**src/rtl/tmr_pkg.sv**
```systemverilog
package tmr_pkg;

    localparam logic [6:0] MODE_GPI  = 7'b0000000;
    localparam logic [6:0] MODE_GPO  = 7'b0000001;
    localparam logic [6:0] MODE_SAIC = 7'b0000010;
    localparam logic [6:0] MODE_SAOC = 7'b0000011;
    localparam logic [6:0] MODE_IPWM = 7'b0000100;
    localparam logic [6:0] MODE_IPM  = 7'b0000101;

    typedef enum logic [1:0] {
        SEL_CTRL = 2'd0,
        SEL_A    = 2'd1,
        SEL_B    = 2'd2,
        SEL_DOUT = 2'd3
    } sel_e;

    typedef enum logic {
        PH_IDLE  = 1'b0,
        PH_ARMED = 1'b1
    } phase_e;

    // edges already mapped through the polarity bit
    typedef struct packed {
        logic lead;   // edge selected by polarity
        logic trail;  // opposite edge
    } edge_evt_t;

    function automatic edge_evt_t map_edges(input logic pol, input logic rise, input logic fall);
        edge_evt_t e;
        e.lead  = pol ? rise : fall;
        e.trail = pol ? fall : rise;
        return e;
    endfunction

endpackage

```
**src/rtl/tmr_edge_sense.sv**
```systemverilog
module tmr_edge_sense
    import tmr_pkg::*;
#(
    parameter int SYNC_STAGES = 2
) (
    input  logic      clk,
    input  logic      rst,
    input  logic      pin,
    input  logic      pol,
    output logic      level,
    output edge_evt_t evt
);
    logic [SYNC_STAGES-1:0] sync_q;
    logic                   prev_q;

    always_ff @(posedge clk) begin
        if (rst) begin
            sync_q <= '0;
            prev_q <= 1'b0;
        end else begin
            sync_q <= {sync_q[SYNC_STAGES-2:0], pin};
            prev_q <= sync_q[SYNC_STAGES-1];
        end
    end

    assign level = sync_q[SYNC_STAGES-1];
    assign evt   = map_edges(pol, level & ~prev_q, ~level & prev_q);

endmodule

```
**src/rtl/tmr_capture.sv**
```systemverilog
module tmr_capture
    import tmr_pkg::*;
#(
    parameter int W = 16
) (
    input  logic         clk,
    input  logic         rst,
    input  logic [6:0]   mode,
    input  edge_evt_t    evt,
    input  logic [W-1:0] tbase,
    input  logic         flag,
    input  logic         restart,
    input  logic         sw_wr_a,
    input  logic         sw_wr_b,
    input  logic [W-1:0] sw_data,
    output logic [W-1:0] reg_a,
    output logic [W-1:0] reg_b,
    output logic         cap_set
);
    phase_e phase_q, phase_d;
    logic   cap_a, cap_b;

    always_comb begin
        cap_a   = 1'b0;
        cap_b   = 1'b0;
        cap_set = 1'b0;
        phase_d = phase_q;
        case (mode)
            MODE_GPI: cap_set = evt.lead;
            MODE_SAIC: begin
                if (evt.lead && !flag) begin
                    cap_a   = 1'b1;
                    cap_set = 1'b1;
                end
            end
            MODE_IPWM: begin
                if (phase_q == PH_IDLE && evt.lead) begin
                    cap_a   = 1'b1;
                    phase_d = PH_ARMED;
                end else if (phase_q == PH_ARMED && evt.trail) begin
                    cap_b   = 1'b1;
                    cap_set = 1'b1;
                    phase_d = PH_IDLE;
                end
            end
            MODE_IPM: begin
                if (evt.lead) begin
                    if (phase_q == PH_IDLE) begin
                        cap_a   = 1'b1;
                        phase_d = PH_ARMED;
                    end else begin
                        cap_b   = 1'b1;
                        cap_set = 1'b1;
                        phase_d = PH_IDLE;
                    end
                end
            end
            default: ;
        endcase
        if (restart) phase_d = PH_IDLE;
    end

    always_ff @(posedge clk) begin
        if (rst) begin
            phase_q <= PH_IDLE;
            reg_a   <= '0;
            reg_b   <= '0;
        end else begin
            phase_q <= phase_d;
            if (cap_a)        reg_a <= tbase;
            else if (sw_wr_a) reg_a <= sw_data;
            if (cap_b)        reg_b <= tbase;
            else if (sw_wr_b) reg_b <= sw_data;
        end
    end

endmodule

```
**src/rtl/tmr_compare.sv**
```systemverilog
module tmr_compare #(
    parameter int W = 16
) (
    input  logic         clk,
    input  logic         rst,
    input  logic         active,
    input  logic         enter,
    input  logic         enter_pol,
    input  logic         pol,
    input  logic [W-1:0] tbase,
    input  logic [W-1:0] reg_a,
    input  logic [W-1:0] reg_b,
    output logic         out_q,
    output logic         match_a
);
    logic match_b;

    assign match_a = active && (tbase == reg_a);
    assign match_b = active && (tbase == reg_b);

    always_ff @(posedge clk) begin
        if (rst)          out_q <= 1'b0;
        else if (enter)   out_q <= ~enter_pol;
        else if (match_a) out_q <= pol;
        else if (match_b) out_q <= ~pol;
    end

endmodule

```
**src/rtl/tmr_channel.sv**
```systemverilog
module tmr_channel
    import tmr_pkg::*;
#(
    parameter int W           = 16,
    parameter int SYNC_STAGES = 2
) (
    input  logic         clk,
    input  logic         rst,
    input  logic [W-1:0] tbase,
    input  logic         pin_in,
    input  logic         reg_we,
    input  logic [1:0]   reg_sel,
    input  logic [W-1:0] reg_wdata,
    input  logic         flag_clr,
    output logic         pin_out,
    output logic         flag,
    output logic         gpi_level,
    output logic [W-1:0] ch_a,
    output logic [W-1:0] ch_b
);
    localparam int MODE_W = 7;

    logic [MODE_W-1:0] mode_q;
    logic              pol_q;
    logic              dout_q;
    logic              flag_q;
    edge_evt_t         evt;
    logic              wr_ctrl, wr_a, wr_b, wr_dout;
    logic              cap_set, match_a, oc_out;

    assign wr_ctrl = reg_we && (sel_e'(reg_sel) == SEL_CTRL);
    assign wr_a    = reg_we && (sel_e'(reg_sel) == SEL_A);
    assign wr_b    = reg_we && (sel_e'(reg_sel) == SEL_B);
    assign wr_dout = reg_we && (sel_e'(reg_sel) == SEL_DOUT);

    always_ff @(posedge clk) begin
        if (rst) begin
            mode_q <= MODE_GPI;
            pol_q  <= 1'b0;
            dout_q <= 1'b0;
        end else begin
            if (wr_ctrl) begin
                mode_q <= reg_wdata[MODE_W-1:0];
                pol_q  <= reg_wdata[MODE_W];
            end
            if (wr_dout) dout_q <= reg_wdata[0];
        end
    end

    tmr_edge_sense #(.SYNC_STAGES(SYNC_STAGES)) u_edge (
        .clk   (clk),
        .rst   (rst),
        .pin   (pin_in),
        .pol   (pol_q),
        .level (gpi_level),
        .evt   (evt)
    );

    tmr_capture #(.W(W)) u_cap (
        .clk     (clk),
        .rst     (rst),
        .mode    (mode_q),
        .evt     (evt),
        .tbase   (tbase),
        .flag    (flag_q),
        .restart (wr_ctrl),
        .sw_wr_a (wr_a),
        .sw_wr_b (wr_b),
        .sw_data (reg_wdata),
        .reg_a   (ch_a),
        .reg_b   (ch_b),
        .cap_set (cap_set)
    );

    tmr_compare #(.W(W)) u_cmp (
        .clk       (clk),
        .rst       (rst),
        .active    (mode_q == MODE_SAOC),
        .enter     (wr_ctrl && (reg_wdata[MODE_W-1:0] == MODE_SAOC)),
        .enter_pol (reg_wdata[MODE_W]),
        .pol       (pol_q),
        .tbase     (tbase),
        .reg_a     (ch_a),
        .reg_b     (ch_b),
        .out_q     (oc_out),
        .match_a   (match_a)
    );

    // mode write first, then events, then software clear
    always_ff @(posedge clk) begin
        if (rst)                    flag_q <= 1'b0;
        else if (wr_ctrl)           flag_q <= 1'b0;
        else if (cap_set | match_a) flag_q <= 1'b1;
        else if (flag_clr)          flag_q <= 1'b0;
    end

    assign flag = flag_q;

    always_comb begin
        case (mode_q)
            MODE_GPO:  pin_out = dout_q;
            MODE_SAOC: pin_out = oc_out;
            default:   pin_out = 1'b0;
        endcase
    end

endmodule

```
**config.mk**
```make
export PLATFORM = sky130hd
export DESIGN_NAME = tmr_channel
export DESIGN_NICKNAME = d
export VERILOG_FILES = /design/src/rtl/tmr_pkg.sv /design/src/rtl/tmr_edge_sense.sv /design/src/rtl/tmr_capture.sv /design/src/rtl/tmr_compare.sv /design/src/rtl/tmr_channel.sv
export SDC_FILE = /design/constraint.sdc
export NUM_CORES = 1
export LEC_CHECK = 0
export BUFFER_PORTS_ARGS = -buffer_cell sky130_fd_sc_hd__buf_2
export CORE_ASPECT_RATIO = 0.7
export CORE_UTILIZATION = 48
export DETAILED_ROUTE_END_ITERATION = 7
export PLACE_DENSITY = 0.74
export SETUP_SLACK_MARGIN = 0.05
export SLEW_MARGIN = 0
export SYNTH_ARGS = -nofsm -noshare
export SYNTH_HDL_FRONTEND = slang
export SYNTH_HIERARCHICAL = 1
export SYNTH_SLANG_ARGS = --single-unit
export TNS_END_PERCENT = 100
```
**constraint.sdc**
```tcl
create_clock -name clk -period 2.1 [get_ports clk]
set_clock_uncertainty 0.15 [all_clocks]
set_input_delay 0 -clock clk [delete_from_list [all_inputs] [get_ports clk]]
set_output_delay 0 -clock clk [all_outputs]
set_load 0.01 [all_outputs]
```
==> results.ini <==
[yosys]
synth_enable_flop_cells = 0
yosys-top-cells-count = dfxtp_1, mux2i_1, nor2_1
ys_types = 43
postSynthCellCount = 300
synthTopCellsByArea = dfxtp_1, mux2i_1, a211o_1
synth_fp_nets = 339
ys_warn_count = 6
synth_async_sr_flop_share_pct = 0
synth.most_common_cell = dfxtp_1
synth_seq_cells = 47
synth_largest_area_cell = dfxtp_1
synth_area_um2 = 2840
syn_avg_cell_area_um2 = 9.47
synth_ff_type = dfxtp_1
ys_seq_area_share_pct = 33.1
synth_top_area_share_pct = 33.1

[global_routing]
antenna_found_initial = 0
met1_usage_pct = 32.1
grt_pass1_vias = 2330
grt_usage_pct = 24.5
top_usage_layer = met2
grt.overflow.total = 0
grt_max_degree = 72
use_met3_pct = 5.75
grt_pass1_wl_um = 11400
met2_usage_pct = 40.3

[finish]
finalNonFillerCells = 489
area_delta_synth_final_pct = 33.7
fin_area_um2 = 3800
nets = 452
antenna_cells = 0
drive_above_1_share_pct = 26.8

[cts]
cts.path.max_buffers = 2
cts_sinks = 47
cts_root_buf = clkbuf_8
clock_latency_ns = 0.31
numCtsBuffers = 5
cts_max_level = 2
cts_tree = yes
clkSlewWorstSetupHoldPaths_ns = 0.09

[sta]
post-route-period-util_pct = 106
max_freq_mhz = 447
maxSlewViolCount = 0
setup_viol = 2
setup_slack_ns = -0.135
rsz0062_at_grt = true
fin_crit_ns = 2.24
timing_hold_violations_final = 0
finalSetupTns_ns = -0.152
worst_pin_slew_ns = 0.610
slew_headroom_pct = 59.3

[status]
status = finished with violations
violations = setup timing

[route]
routed_wl_um = 7460
drtIter0Drc = 103
dr.pass1.iters = 5
wl_per_cell_um = 15.2
viasPerCell = 5.22
ant_nets = 0
vias = 2551
drc = 0

[setup_path]
start_kind = flop
crit_chain = or4_4 -> and4bb_2 -> nand2_2 -> nor4_4 -> a21oi_1 -> a311o_1 -> a221oi_2
cp.arrival_ns = 2.31
endpoint_kind = flop
max_stage_delay_ns = 0.53
crit_slowest_cell = or4_4
required_ns = 2.18
path_max_fanout = 2
critical_path_class = reg2reg

[pwr]
power.density_nw_per_um2 = 529
p_leak_uw = 0.00168
p_total_uw = 2010
peakVddDrop_mv = 0.421

[placement]
dp_hpwl_um = 5110
dp_slack_ns = -0.155
place_inst = 443
gp_congestion = 0.792
io_buffers = 73
placed_area_um2 = 3310

[floorplanning]
fp.dieArea_um2 = 6240
fp.coreArea_um2 = 5730
io_pins = 74
die_h_um = 66.4
initial_core_util_pct = 49.6
row_count = 23
die_w_um = 94.0

[job]
max-cap-violations = 0

[worst_hold_path]
hold_class = in2reg

-- placed cells by master, fill, tap and decap left out, types with 7 or more instances in the layout --
cell type	n
a211o_1	32
buf_2	73
nand2b_1	33
buf_4	11
dfxtp_1	46
xnor2_1	25
xor2_1	7
inv_1	16
nor2_1	33
mux2i_1	43
dlygate4sd3_1	37
-- power breakdown --
| part | internal, µW | total (µW) | leakage (µW) | switching, µW |
|---|---|---|---|---|
| sequential | 933 | 973 | 0.000384 | 40.6 |
| combinational | 227 | 438 | 0.00125 | 211 |
| clock | 269 | 597 | 0.0000474 | 328 |
-- metrics by stage --
step / utilization [%] / hold slack [ns]
after detailed placement: 57.8 / 0.0816
after floorplan: - / -0.0838
after global placement: 57.8 / 0.0663
after CTS: 66.3 / 0.135
after global routing: 66.4 / 0.181
final: 66.4 / 0.139
-- flip-flops by register name, indices dropped and copies added, names as in the netlist --
register       count
u_cap/reg_a       16
u_cap/reg_b       16
mode_q             7
u_edge/sync_q      2
dout_q             1
flag               1
pol_q              1
u_cap/phase_q      1
u_cmp/out_q        1
u_edge/prev_q      1
-- cell type report --
type                       count  area (µm²)
fill                         479        1930
tap                           75        93.8
clock buffer                   6        82.6
multi-input combinational    221        1770
timing repair buffer         122         838
inverter                      16        60.1
clock inverter                 2        16.3
sequential                    47         942
-- worst max-delay path, delay by kind of cell (launching register included) --
family	cells	cell delay, ns
AND/OR/NAND/NOR	4	1.09
flip-flops	1	0.32
AO/OA/AOI/OAI	3	0.61
-- per-layer routing --
metal	vias to the layer above	wire [µm]
met1	1202	3620
met4	0	56
li1	1278	-
met2	65	3420
met3	6	361
met5	-	0
-- worst paths after layout --
check | from | endpoint | slack [ns] | cells after the start
max | mode_q[5] | u_cmp/out_q | -0.14 | 7
min reg2reg | u_edge/sync_q[0] | u_edge/sync_q[1] | 0.32 | 1
min | rst | u_edge/sync_q[0] | 0.14 | 3
max reg2reg | mode_q[5] | u_cmp/out_q | -0.14 | 7
-- cells by family after synthesis --
group / count (synthesis) / synth area share (%)
mux: 45 / 16.0
compound gates: 41 / 12.5
buf+inv: 32 / 5.37
xor+xnor: 32 / 9.86
simple gates: 103 / 23.1
flops: 47 / 33.1
-- repair_timing --
action	in CTS	in global routing
resized for setup	1	1
cloned	0	0
endpoints found under the setup margin	1	2
pin swaps	1	4
setup buffers	1	0
hold endpoints to repair	44	0
hold buffers	37	0
Power figures use the tool's default switching activity.
